--- config.mk ---
export PLATFORM = sky130hd
export DESIGN_NAME = irq_trigger_latch
export DESIGN_NICKNAME = d
export VERILOG_FILES = /design/src/rtl/irq_latch_pkg.sv /design/src/rtl/trig_mode_regs.sv /design/src/rtl/pin_counter.sv /design/src/rtl/irq_trigger_latch.sv
export SDC_FILE = /design/constraint.sdc
export NUM_CORES = 1
export LEC_CHECK = 0
export CAP_MARGIN = 0
export CORE_MARGIN = 3
export CORE_UTILIZATION = 59
export DETAILED_ROUTE_END_ITERATION = 10
export HOLD_SLACK_MARGIN = 0.03
export PLACE_DENSITY = 0.86
export SLEW_MARGIN = 20
export SYNTH_ARGS = -nofsm -noshare
export SYNTH_HDL_FRONTEND = slang
export SYNTH_SLANG_ARGS = --single-unit
--- constraint.sdc ---
create_clock -name clk -period 5.2 [get_ports clk]
set_input_delay 0.52 -clock clk [delete_from_list [all_inputs] [get_ports clk]]
set_output_delay 0.52 -clock clk [all_outputs]
set_load 0.005 [all_outputs]
--- src/rtl/irq_latch_pkg.sv ---
// Shared types for the interrupt trigger latch.
// Assumes: the event kind is two bits, with bit 0 meaning "count up" and
// bit 1 meaning "count down".
package irq_latch_pkg;
    typedef enum logic [1:0] {
        EV_NOP      = 2'b00,
        EV_ASSERT   = 2'b01,
        EV_DEASSERT = 2'b10,
        EV_PULSE    = 2'b11
    } ev_kind_e;
endpackage

--- src/rtl/trig_mode_regs.sv ---
// Trigger-mode registers for the two controllers. A 1 in a bit makes that
// pin level-triggered. Each register has a fixed write mask, so hard-wired
// edge pins can never become level pins.
// Assumes: a single select line picks the register for both read and write.
module trig_mode_regs #(
    parameter int          REG_W  = 8,
    parameter logic [7:0]  MASK_P = 8'hF8,
    parameter logic [7:0]  MASK_S = 8'hDE
) (
    input  logic               clk,
    input  logic               rst_n,
    input  logic               wr_en,
    input  logic               sel,
    input  logic [REG_W-1:0]   wr_data,
    output logic [REG_W-1:0]   rd_data,
    output logic [2*REG_W-1:0] level_o
);
    localparam logic [2*REG_W-1:0] MASKS = {REG_W'(MASK_S), REG_W'(MASK_P)};

    logic [REG_W-1:0] mode_q [2];

    for (genvar c = 0; c < 2; c++) begin : g_ctl
        // Hold one controller's trigger-mode bits, masked on write.
        always_ff @(posedge clk) begin
            if (!rst_n)
                mode_q[c] <= '0;
            else if (wr_en && (sel == c[0]))
                mode_q[c] <= wr_data & MASKS[c*REG_W +: REG_W];
        end
        assign level_o[c*REG_W +: REG_W] = mode_q[c];
    end

    assign rd_data = sel ? mode_q[1] : mode_q[0];

    AST_WR_MASKED_P: assert property (@(posedge clk) disable iff (!rst_n)
        (wr_en && !sel) |=> (level_o[REG_W-1:0] == ($past(wr_data) & REG_W'(MASK_P))));
    AST_WR_MASKED_S: assert property (@(posedge clk) disable iff (!rst_n)
        (wr_en && sel) |=> (level_o[2*REG_W-1:REG_W] == ($past(wr_data) & REG_W'(MASK_S))));
endmodule

--- src/rtl/pin_counter.sv ---
// Per-pin assertion counter with set/clear strobe generation.
// An up request and a down request in the same cycle form a pulse: the up
// half is applied first. The count stops at 0 and at its maximum instead of
// wrapping.
// Assumes: the level input is the pin's current trigger mode; the strobes are
// registered, and uflow_o is combinational for the parent's sticky flag.
module pin_counter #(
    parameter int CNT_W = 4
) (
    input  logic             clk,
    input  logic             rst_n,
    input  logic             do_inc,
    input  logic             do_dec,
    input  logic             level,
    output logic [CNT_W-1:0] cnt_q,
    output logic             set_q,
    output logic             clr_q,
    output logic             uflow_o
);
    localparam logic [CNT_W-1:0] CNT_MAX = '1;

    logic [CNT_W-1:0] mid_cnt, fin_cnt;
    logic             set_up, set_dn, clr_dn;

    // Work out the assert half, then the deassert half, of this cycle's event.
    always_comb begin
        mid_cnt = cnt_q;
        set_up  = 1'b0;
        if (do_inc) begin
            mid_cnt = (cnt_q == CNT_MAX) ? CNT_MAX : cnt_q + 1'b1;
            set_up  = (cnt_q == '0) || level;
        end
        fin_cnt = mid_cnt;
        set_dn  = 1'b0;
        clr_dn  = 1'b0;
        uflow_o = 1'b0;
        if (do_dec) begin
            if (mid_cnt == '0) begin
                uflow_o = 1'b1;
            end else begin
                fin_cnt = mid_cnt - 1'b1;
                set_dn  = level && (fin_cnt != '0);
                clr_dn  = level && (fin_cnt == '0);
            end
        end
    end

    // Register the count and the one-cycle strobes.
    always_ff @(posedge clk) begin
        if (!rst_n) begin
            cnt_q <= '0;
            set_q <= 1'b0;
            clr_q <= 1'b0;
        end else begin
            cnt_q <= fin_cnt;
            set_q <= (set_up || set_dn) && !clr_dn;
            clr_q <= clr_dn;
        end
    end

    AST_NO_OVERFLOW: assert property (@(posedge clk) disable iff (!rst_n)
        (cnt_q == CNT_MAX && do_inc && !do_dec) |=> (cnt_q == CNT_MAX));
    AST_NO_UNDERFLOW: assert property (@(posedge clk) disable iff (!rst_n)
        (cnt_q == '0 && do_dec && !do_inc) |=> (cnt_q == '0 && !set_q && !clr_q));
    AST_SET_CLR_EXCL: assert property (@(posedge clk) disable iff (!rst_n)
        !(set_q && clr_q));
    AST_EDGE_KEEPS_REQ: assert property (@(posedge clk) disable iff (!rst_n)
        (!level && do_dec) |=> !clr_q);
    AST_LEVEL_RESETS: assert property (@(posedge clk) disable iff (!rst_n)
        (level && do_inc && !do_dec) |=> set_q);
endmodule

--- src/rtl/irq_trigger_latch.sv ---
// Top of the shared-source interrupt trigger latch for two cascaded
// controllers. It decodes events to per-pin up/down requests, gates them by
// controller readiness, injects the cascade pulse on the primary cascade pin,
// and collects per-pin strobes, counts and a sticky underflow flag.
// Assumes: at most one pin event per cycle; a cascade pulse takes the place
// of any event aimed at the cascade pin in the same cycle.
module irq_trigger_latch #(
    parameter int         PINS_PER_CTL = 8,
    parameter int         CNT_W        = 4,
    parameter int         CASCADE_PIN  = 2,
    parameter logic [7:0] PRI_MASK     = 8'hF8,
    parameter logic [7:0] SEC_MASK     = 8'hDE,
    localparam int        NUM_PINS     = 2 * PINS_PER_CTL,
    localparam int        PIN_W        = $clog2(NUM_PINS)
) (
    input  logic                      clk,
    input  logic                      rst_n,
    input  logic [1:0]                ctl_ready,
    input  logic                      ev_valid,
    input  logic [1:0]                ev_kind,
    input  logic [PIN_W-1:0]          ev_pin,
    input  logic                      slave_raise,
    input  logic                      cfg_wr,
    input  logic                      cfg_sel,
    input  logic [PINS_PER_CTL-1:0]   cfg_wdata,
    output logic [PINS_PER_CTL-1:0]   cfg_rdata,
    output logic [NUM_PINS-1:0]       req_set,
    output logic [NUM_PINS-1:0]       req_clr,
    output logic [NUM_PINS*CNT_W-1:0] pin_count,
    output logic                      uflow_err
);
    import irq_latch_pkg::*;

    ev_kind_e            kind;
    logic                want_up, want_dn, casc_go;
    logic [NUM_PINS-1:0] level_v, uflow_v;

    assign kind    = ev_kind_e'(ev_kind);
    assign want_up = (kind == EV_ASSERT)   || (kind == EV_PULSE);
    assign want_dn = (kind == EV_DEASSERT) || (kind == EV_PULSE);
    assign casc_go = slave_raise && ctl_ready[0];

    trig_mode_regs #(
        .REG_W  (PINS_PER_CTL),
        .MASK_P (PRI_MASK),
        .MASK_S (SEC_MASK)
    ) u_modes (
        .clk     (clk),
        .rst_n   (rst_n),
        .wr_en   (cfg_wr),
        .sel     (cfg_sel),
        .wr_data (cfg_wdata),
        .rd_data (cfg_rdata),
        .level_o (level_v)
    );

    for (genvar i = 0; i < NUM_PINS; i++) begin : g_pin
        logic hit, inc, dec;
        assign hit = ev_valid && (ev_pin == PIN_W'(i)) && ctl_ready[i / PINS_PER_CTL];
        if (i == CASCADE_PIN) begin : g_casc
            assign inc = casc_go || (hit && want_up);
            assign dec = casc_go || (hit && want_dn);
        end else begin : g_plain
            assign inc = hit && want_up;
            assign dec = hit && want_dn;
        end

        pin_counter #(.CNT_W(CNT_W)) u_cnt (
            .clk     (clk),
            .rst_n   (rst_n),
            .do_inc  (inc),
            .do_dec  (dec),
            .level   (level_v[i]),
            .cnt_q   (pin_count[i*CNT_W +: CNT_W]),
            .set_q   (req_set[i]),
            .clr_q   (req_clr[i]),
            .uflow_o (uflow_v[i])
        );
    end

    // Latch any counter underflow until reset.
    always_ff @(posedge clk) begin
        if (!rst_n)
            uflow_err <= 1'b0;
        else if (|uflow_v)
            uflow_err <= 1'b1;
    end

    AST_STICKY_ERR: assert property (@(posedge clk) disable iff (!rst_n)
        uflow_err |=> uflow_err);
    AST_NOT_READY_IGNORED: assert property (@(posedge clk) disable iff (!rst_n)
        (ev_valid && ev_pin[PIN_W-1] && !ctl_ready[1])
        |=> ($stable(pin_count[NUM_PINS*CNT_W-1 : PINS_PER_CTL*CNT_W])
             && req_set[NUM_PINS-1:PINS_PER_CTL] == '0
             && req_clr[NUM_PINS-1:PINS_PER_CTL] == '0));
    AST_CASCADE_PULSE: assert property (@(posedge clk) disable iff (!rst_n)
        casc_go |=> $stable(pin_count[CASCADE_PIN*CNT_W +: CNT_W]));
endmodule

=== Word level (Yosys, flattened, before mapping) ===
Memories as Yosys holds them, arrays and structs flattened.
Cells that the tools add are included.

* Reduce and logical (&&, ||, !) cells: 233
* Equality and inequality tests: 34
* Bitwise gates (word level): 3
* Muxes and demuxes: 186
* Add/subtract/negate cells: 32

{| class="wikitable"
|+ Operators by type and width
! kind !! number
|-
| 4-bit two-way mux || 64
|-
| 4-bit zero test || 49
|-
| 1-bit two-way mux || 119
|-
| 1-bit logical AND || 111
|-
| 4-bit == test, second input constant || 24
|-
| 4-bit by 1-bit adder with 4-bit output, second input constant || 16
|-
| 4-bit nonzero test || 16
|-
| 4-bit by 1-bit subtractor with 4-bit output, second input constant || 16
|-
| 1-bit logical OR || 34
|-
| 4-bit by 3-bit == test with 1-bit output, second input constant || 4
|-
| 1-bit zero test || 16
|-
| 16-bit OR reduction || 1
|-
| 7-bit two-way mux || 2
|-
| 4-bit by 2-bit == test with 1-bit output, second input constant || 2
|-
| 8-bit two-way mux || 1
|-
| 2-bit == test, second input constant || 2
|-
| 4-bit by 1-bit == test with 1-bit output, second input constant || 1
|-
| 1-bit logical AND, first input constant || 4
|-
| 2-bit by 1-bit == test with 1-bit output, second input constant || 1
|-
| 1-bit logical OR, second input constant || 2
|-
| 1-bit bitwise OR || 2
|-
| 1-bit inverter || 1
|}

* Logic and storage cells: 538
* Memory bits (writable): 14
* Memories kept: 1
* Input bits: 22
* Output and inout bits: 105
* Register bits: 97

{| class="wikitable"
|+ Memories
! name !! words !! width !! read ports !! clocked after memory_dff !! write ports !! RTL line !! RTL
|-
| u_modes.mode_q || 2 || 7 || 2 || 0 || 2 || trig_mode_regs.sv:20 || <nowiki>logic [REG_W-1:0] mode_q [2];</nowiki>
|}

=== Longest topological paths before layout ===
Gate-level depths: netlist of the first run.

* Depth after elaboration: 13
* Mapped depth: 11
* Mapped depth without buffers: 11

=== Hierarchy ===
A second synthesis of the first run with hierarchy kept.

* Cell total of the unflattened synthesis: 1205
* Area total of the unflattened synthesis: 10060.9 um^2

{| class="wikitable"
|+ Modules (own cells, without submodules)
! module !! instances !! cells each !! sequential area each (um^2) !! area each (um^2)
|-
| pin_counter (g_pin[0].u_cnt ...) || 15 || 69 || 120.1 || 580.6
|-
| trig_mode_regs || 1 || 51 || 330.3 || 570.5
|-
| pin_counter (g_pin[1].u_cnt) || 1 || 59 || 120.1 || 488.0
|-
| irq_trigger_latch || 1 || 60 || 20.0 || 294.0
|}

=== Worst setup path after synthesis of the first run ===
No wires, ideal clock.

* Path type: input port to flip-flop
* Start point: input ev_pin[0]
* End point: register g_pin[12].u_cnt.cnt_q[1]
* Required time: 5.135 ns
* Path buffers: 1
* Library setup time: 0.065 ns
* Setup slack: 2.371 ns
* Cell stages on the path: 10
* Data arrival time: 2.763 ns
* Path through: buf_4 -> nand4bb_1 -> nor2_1 -> mux2i_1 -> ha_1 -> inv_1 -> a2111oi_0 -> nor4_2 -> mux2_2 -> nor2_1

* Longest elaborated chain between the ends: 8
* Elaborated cells between the ends (all ways): 10
* Classes of those cells: add/sub (1); eq/ne (1); mux (3); reduce/logical (5)

{| class="wikitable"
|+ Ends and longest elaborated chain
! what !! RTL line !! RTL
|-
| start, declared || irq_trigger_latch.sv:21 || <nowiki>input logic [PIN_W-1:0] ev_pin,</nowiki>
|-
| 4-bit == test (*) || irq_trigger_latch.sv:59 || <nowiki>assign hit = ev_valid && (ev_pin == PIN_W'(i)) && ctl_ready[i / PINS_PER_CTL];</nowiki>
|-
| 1-bit logical AND (*) (2 in series) || irq_trigger_latch.sv:59 ||
|-
| 1-bit logical AND || irq_trigger_latch.sv:64 || <nowiki>assign inc = hit && want_up;</nowiki>
|-
| 4-bit two-way mux || pin_counter.sv:29 || <nowiki>if (do_inc) begin</nowiki>
|-
| 4-bit by 1-bit subtractor with 4-bit output or 4-bit zero test (tied branches) || pin_counter.sv:41, pin_counter.sv:38 ||
|-
| 4-bit two-way mux || pin_counter.sv:38 || <nowiki>if (mid_cnt == '0) begin</nowiki>
|-
| 4-bit two-way mux (*) || pin_counter.sv:37 || <nowiki>if (do_dec) begin</nowiki>
|-
| end signal, assigned || pin_counter.sv:55 || <nowiki>cnt_q <= fin_cnt;</nowiki>
|-
| end, declared || pin_counter.sv:15 || <nowiki>output logic [CNT_W-1:0] cnt_q,</nowiki>
|}

Every way passes the cells marked *; elsewhere a longest branch is shown, timed or not.
A chain may end at the register's enable or synchronous reset.

=== Worst setup path after layout of the first run ===
* Start point: input ev_pin[1]
* End point: register uflow_err

* Longest elaborated chain between the ends: 10
* Elaborated cells between the ends (all ways): 147
* Classes of those cells: eq/ne (15); mux (48); reduce/logical (84)

{| class="wikitable"
|+ Ends and longest elaborated chain
! what !! RTL line !! RTL
|-
| 4-bit by 2-bit == test with 1-bit output || irq_trigger_latch.sv:59 ||
|-
| 1-bit logical AND (2 in series) || irq_trigger_latch.sv:59 ||
|-
| 1-bit logical AND || irq_trigger_latch.sv:61 || <nowiki>assign inc = casc_go || (hit && want_up);</nowiki>
|-
| 1-bit logical OR || irq_trigger_latch.sv:61 ||
|-
| 4-bit two-way mux || pin_counter.sv:29 ||
|-
| 4-bit zero test || pin_counter.sv:38 ||
|-
| 1-bit two-way mux || pin_counter.sv:38 ||
|-
| 1-bit two-way mux || pin_counter.sv:37 ||
|-
| 16-bit OR reduction (*) || irq_trigger_latch.sv:85 || <nowiki>else if (|uflow_v)</nowiki>
|-
| end signal, assigned || irq_trigger_latch.sv:84 || <nowiki>uflow_err <= 1'b0;</nowiki>
|-
| end signal, assigned || irq_trigger_latch.sv:86 || <nowiki>uflow_err <= 1'b1;</nowiki>
|-
| end, declared || irq_trigger_latch.sv:30 || <nowiki>output logic uflow_err</nowiki>
|}

Marks and branches as above.

==> results of run 1 <==
## cell families (layout without fill, tap and decap cells)
kind of cell	after synthesis	after routing	synth area share, %
buffers and inverters	123	201	7.67
multiplexers	52	52	6.84
other	1	6	0.0461
adder cells (fa/ha/maj)	73	73	11.2
AO/OA/AOI/OAI	175	175	15.3
flip-flops	103	103	26.7
XOR/XNOR	28	28	3.01
AND/OR/NAND/NOR	429	429	29.2
## stage by stage
step | instances | worst slack, ns | power [mW]
3_3_place_gp | 1227 | 1.17 | 1.07
5_1_grt | 1243 | 1.17 | 1.78
6_report | 1243 | 1.40 | 1.73
4_1_cts | 1243 | 1.47 | 1.73
2_1_floorplan | 989 | 2.37 | 0.995
3_5_place_dp | 1227 | 1.10 | 1.08
## worst min path at each step
stage	slack [ns]	to	from
final	0.54	g_pin[13].u_cnt.set_q	g_pin[13].u_cnt.cnt_q[3]
after global routing	0.56	g_pin[2].u_cnt.set_q	g_pin[2].u_cnt.cnt_q[3]
after CTS	0.53	g_pin[2].u_cnt.set_q	g_pin[2].u_cnt.cnt_q[3]
after detailed placement	0.52	g_pin[2].u_cnt.set_q	g_pin[2].u_cnt.cnt_q[3]
after global placement	0.52	g_pin[2].u_cnt.set_q	g_pin[2].u_cnt.cnt_q[3]
after floorplan	0.50	g_pin[5].u_cnt.clr_q	u_modes.mode_q[0][4]
## placed cells by master, fill, tap and decap left out, types with 14 or more instances in the layout
master	count
a31oi_1	28
nor2_1	98
mux2i_1	23
nor2b_1	14
inv_1	61
clkdlybuf4s50_1	119
nand2_1	73
nand2b_1	21
and3_1	17
ha_1	73
xnor2_1	15
o21ai_0	19
mux2_2	28
a21oi_1	38
and2_1	18
dfxtp_1	92
nand4_1	19
nor3_1	23
nand3_1	67
## layout make-up
cell class / count / area (µm²)
Clock buffer: 9 / 225
Clock inverter: 7 / 56.3
Sequential cell: 103 / 2170
Multi-Input combinational cell: 763 / 5360
Tap cell: 176 / 220
Fill cell: 1088 / 3860
Timing Repair Buffer: 123 / 1220
Inverter: 62 / 233
## state kept, by name (all words and copies together), names as in the netlist
signal	flops
g_pin.u_cnt.clr_q	11
g_pin.u_cnt.set_q	16
u_modes.mode_q	11
g_pin.u_cnt.cnt_q	64
uflow_err	1
## Yosys cell counts (12+ instances only)
library cell and number:
o21ai_0 19, nand2b_1 21, mux2i_1 23, and2_1 18, a21oi_1 38, nand4_1 19, or2_2 12, clkbuf_1 15
and3_1 17, a41oi_1 13, xnor2_1 15, nor2_1 98, nand3_1 67, mux2_2 28, ha_1 73, nor3_1 23
dfxtp_1 92, nand2_1 73, xor2_1 13, buf_4 37, nor2b_1 14, inv_1 62, a31oi_1 28
## routing by layer
metal,GRT usage (%),up-vias,wire length [µm],share of wire [%]
met1,35.3,3538,9040,44
met3,4.71,32,1380,6.7
met2,44.8,264,9670,47
li1,-,3676,-,-
met5,0,-,0,0
met4,11.8,0,512,2.5
## power groups by stage
stage / sequential (mW) / combinational [mW] / clock (mW)
finish: 0.844 / 0.221 / 0.662
detailed placement: 0.862 / 0.219 / 0
global placement: 0.861 / 0.214 / 0
floorplan: 0.853 / 0.142 / 0
CTS: 0.843 / 0.220 / 0.670
global route: 0.847 / 0.247 / 0.692
==> metrics.md, run 1 <==
| Metric | Value |
|---|---|
| Status | completed |
| Internal reg-to-reg setup slack | 2.23 ns |
| Initial antenna violation count | 0 |
| # setup viols final | 0 |
| Final Skew | 0.00984 ns |
| Crit-path max FO | 17 |
| CTS root buf | clkbuf_16 |
| TritonCTS clock tree | built |
| Post-route clock period utilization | 73.0% |
| Clock-pin slew on the worst setup and hold paths | around 0.070 ns |
| Combinational share of power | 12.8% |
| Drt pass-1 iters | 5 |
| Antenna viol nets, final | 0 |
| Yosys top cell area share | 22.6% |
| Post-synthesis cell area | 0.00814 mm² |
| Depth of the CTS H-tree | 3 |
| Die height | 123 µm |
| Net switching power | 0.478 mW |
| N_diodes | 0 |
| Setup crit end kind | flip-flop |
| Starting Density | 60.9% |
| Hold depth | 1 |
| Placed cell area | 0.00920 mm² |
| Core area | between 0.01 and 0.015 mm² |
| Vias in the first global route | 6802 |
| Layout area overhead | 16.6% |
| Internal Power | 1.25 mW |
| Clk_lat worst skew | 0.37 ns |
| Clock power frac | 38.3% |
| Ys Warns | 0 |
| Share of cells above drive strength 1 | 7.78% |
| Seq pwr share | between 40% and 50% |
| GRT Overall Usage | 27.3% |
| WP data arrival | 4.04 ns |
| Hold WC Path Type | flip-flop to flip-flop |
| EDFF count, synth | 11 |
| Drt initial violations | 659 |
| Post-Route WL | 20600 µm |
| Slew @ Worst Pin | 0.715 ns |
| Clock Tree Buf Depth | 2 |
| Top Family by Delay on Critical Path | simple AND/OR/NAND/NOR gates |
| RSZ-0062 raised after global routing | false |
| Die width | around 120 µm |
| Seq cells post-synth | just over 100 |
| Crit path depth | 9 |
| CTS Sinks | about 100 |
| Via count | 7510 |
| # IOs | 127 |
| Worst path cell trace | clkdlybuf4s50_1 -> nand2b_1 -> nor3_1 -> o21ai_0 -> ha_1 -> and4b_1 -> a2111oi_4 -> nand4_1 -> o41a_1 |
| DRC Markers | 0 |
| RR Endpoint | uflow_err |
| Area leader, netlist | dfxtp_1 |
| First-pass GRT wire length | ~33000 µm |
| Post-CTS Resized | 0 |
| Critical Path RT | between 5 and 6 ns |
| Unique masters post-synth | 85 |
| Max Slew Vio Count | 0 |
| Port buffer count | around 120 |
| Placer Congestion | 0.931 |
| Main synth FF type | dfxtp_1 |
| Seq/Total Area, Yosys | 26.7% |
| Wire length per cell | about 17 µm |
| Pwr/cell area | 182 mW/mm² |
| Max Cap Viol | 0 |
| CP max stage delay | 0.71 ns |
| CTS Buf Count | 9 |
| Post-DR vias/cell | 6.04 |
| Final nets | 1157 |
| Util after Layout | 71.1% |
| Hold Violations, Final | 0 |
| Hold_ws | 0.545 ns |
| Avg Inst Size Synth | 8.27 µm² |
| Final HPWL DP | 15300 µm |
| LEAKAGE | 3.55 nW |
| Post-CTS setup repair buffer count | 0 |
| Fmax | ~0.26 GHz |
| Final worst path period need | 3.80 ns |
| Mapped Cells | 984 |
| Ys async rst share | 0% |
| Setup TNS | 0 ns |
| CP max stage cell | clkdlybuf4s50_1 |
| Worst slew margin | 51.8% |
| Critical path type | primary input to flip-flop |
| Post-route cell area | 0.00949 mm² |
| Cell Rows | 42 |
| Post-CTS Hold Buffers | 0 |
| Total grt overflow | 0 |
| Area contributors post-synth | dfxtp_1 (23%), ha_1 (11%), nor2_1 (4.5%) |
| R2R Path Start | g_pin[6].u_cnt.cnt_q[0] |
| Crit path buf inv count | 1 |
| Total die area | ~0.015 mm² |
| Largest net degree at the start of global routing | 34 |
| Reg2reg path depth | 9 |
| Sw Ratio | 27.7% |
| CP endpoint | uflow_err |
| Crit path launch | ev_pin[1] |
| Worst setup SP type | primary input |
| VDD IR max | 0.000146 V |
(Power assumes the default switching activity.)
==> run 2, diff against run 1 <==
- CORE_UTILIZATION: 59 -> 50
- PLACE_DENSITY: 0.86 -> 0.78
- clock period: 5.2 -> 3.1 ns (I/O delays scaled with it)
==> run 2 against run 1 <==
First-iteration DRC count is 8.5% lower. Cell count is 13% higher. Clock power is 72% higher. Total power is 74% higher. Register-to-register slack worse by 2.0 ns. Global-route usage is 1.1 points lower. Die area is 17% higher. Sequential power is 68% higher. Critical path depth is 1 higher. Sequential share of layout area is 2.3 points lower. Clock skew is 0.0035 ns lower. Sequential cell count stayed put.
==> metrics.md, run 2 (synthesized netlist as in run 1, its figures left out) <==
| Metric | Value |
|---|---|
| Status | completed |
| Final Skew | 0.00635 ns (-0.00349 ns) |
| Post-Route WL | 23400 µm (+14%) |
| Clock Tree Buf Depth | 2 (unchanged) |
| Non-Filler Instances | 1407 (+13%) |
| Post-CTS Resized | 0 (unchanged) |
| VDD IR max | 0.000246 V (+69%) |
| Slew @ Worst Pin | 0.742 ns (+0.0269 ns) |
| Hold WC Path Type | flip-flop to flip-flop |
| Commonest cells after routing, fill and taps aside | buf_4 (132), clkdlybuf4s50_1 (119), nor2_1 (98), dfxtp_1 (92) |
| Post-route clock period utilization | 96.2% |
| Cell Rows | 45 (+7.1%) |
| Starting Density | 52.4% (-8.6 points) |
| Post-CTS setup repair buffer count | 0 (unchanged) |
| Post-DR vias/cell | 5.73 (-5.1%) |
| Placed cell area | 0.0102 mm² (+11%) |
| Placer Congestion | 0.953 (+2.3%) |
| Share of cells above drive strength 1 | 17.6% (+9.8 points) |
| Core area | 0.0155 mm² (+16%) |
| Layout area overhead | 29.4% |
| Hold Violations, Final | 0 (unchanged) |
| Initial antenna violation count | 1 (+1) |
| Top Registers | g_pin.u_cnt.cnt_q x64, g_pin.u_cnt.set_q x16 |
| Worst slew margin | 50.0% (-1.8 points) |
| Vias in the first global route | 7755 (+14%) |
| Critical Path RT | 3.34 ns (-2.11 ns) |
| Crit-path max FO | 9 (-8) |
| Drt initial violations | 603 (-8.5%) |
| LEAKAGE | 4.16 nW (+17%) |
| Critical path type | primary input to flip-flop |
| Commonest non-fill, non-tap cell in the layout | buf_4 |
| Max Cap Viol | 0 (unchanged) |
| Post-route cell area | 0.0105 mm² (+11%) |
| Antenna viol nets, final | 0 (unchanged) |
| Max reg flops | 64 (unchanged) |
| Max Slew Vio Count | 0 (unchanged) |
| Cells after DPL | 1391 (+13%) |
| RSZ-0062 raised after global routing | false |
| DRC Markers | 0 (unchanged) |
| Fmax | 0.335 GHz |
| First-pass GRT wire length | 37900 µm (+15%) |
| Total grt overflow | 0 (unchanged) |
| # fillers | 1293 (+19%) |
| Die height | 134 µm (+8.2%) |
| WP data arrival | 3.22 ns (-0.82 ns) |
| Most flops, register | g_pin.u_cnt.cnt_q |
| # IOs | 127 (unchanged) |
| # setup viols final | 0 (unchanged) |
| Via count | 8069 (+7.4%) |
| Worst setup SP type | primary input |
| Final worst path period need | 2.98 ns |
| CTS Buf Count | 9 (unchanged) |
| Depth of the CTS H-tree | 3 (unchanged) |
| Post-CTS Hold Buffers | 0 (unchanged) |
| Setup crit end kind | flip-flop |
| Pwr/cell area | 286 mW/mm² (+57%) |
| N_diodes | 0 (unchanged) |
| Clock-pin slew on the worst setup and hold paths | 0.07 ns (about the same) |
| Port buffer count | 119 (unchanged) |
| Wire length per cell | 16.7 µm (+0.55%) |
| Largest net degree at the start of global routing | 23 (-32%) |
| CTS Sinks | 103 (unchanged) |
| TritonCTS clock tree | built |
| Final nets | 1286 (+11%) |
| Final HPWL DP | 18400 µm (+20%) |
| Total die area | 0.0178 mm² (+17%) |
| Clk_lat worst skew | 0.36 ns (about the same) |
| Die width | 134 µm (+8.2%) |
| CTS root buf | clkbuf_16 |
| Drt pass-1 iters | 6 (+1) |
| GRT Overall Usage | 26.2% (-1.1 points) |
[run 2: layer usage]
| metal | vias up | share of wire (%) | global-route usage, % |
|---|---|---|---|
| met1 | 3782 | 43 | 32.8 |
| met5 | - | 0.030 | 0 |
| met3 | 55 | 6.7 | 4.38 |
| met2 | 287 | 48 | 44.6 |
| li1 | 3943 | - | - |
| met4 | 2 | 3.0 | 11.3 |
[run 2: worst max-delay path: stages]
cell and delay, ns:
clkdlybuf4s50_1 0.66, and4b_1 0.43, a21oi_1 0.15, or2_2 0.34
ha_1 0.20, inv_1 0.11, nor4b_4 0.07, a2111oi_4 0.36
nand4_1 0.15, o41a_1 0.43
[run 2: final timing paths]
kind	startpoint	end	slack [ns]	depth (start not counted)
setup / recovery	ev_pin[1]	uflow_err	0.12	10
hold / removal	g_pin[13].u_cnt.cnt_q[2]	g_pin[13].u_cnt.set_q	0.55	1
setup reg to reg	g_pin[14].u_cnt.cnt_q[0]	uflow_err	0.24	10
hold reg to reg	g_pin[13].u_cnt.cnt_q[2]	g_pin[13].u_cnt.set_q	0.55	1
[run 2: cell type report]
class	instances	area [µm²]	share of cell area (%)
clock buffers	10	229	2.18
clock inverters	6	61.3	0.583
inverters	62	233	2.21
multi-input cells	763	5360	51.0
flip-flops and latches	103	2170	20.6
well taps	211	264	2.51
repair buffers	252	2200	20.9
[run 2: where the power goes]
part | internal, mW | switching, mW
Clock | 0.623 | 0.522
Combinational | 0.217 | 0.231
Sequential | 1.38 | 0.0418
Total | 2.22 | 0.794
[run 2: per-stage QoR]
step / TNS, ns / worst slack, ns / power (mW) / hold slack, ns / utilization (%)
6_report: 0 / 0.117 / 3.01 / 0.547 / 67.7
3_3_place_gp: -0.160 / -0.133 / 1.88 / 0.515 / 65.8
4_1_cts: 0 / 0.162 / 3.02 / 0.545 / 67.7
5_1_grt: 0 / 0.0352 / 3.13 / 0.566 / 67.7
3_5_place_dp: -0.463 / -0.179 / 1.89 / 0.531 / 65.8
2_1_floorplan: 0 / 0.481 / 1.67 / 0.474 / -
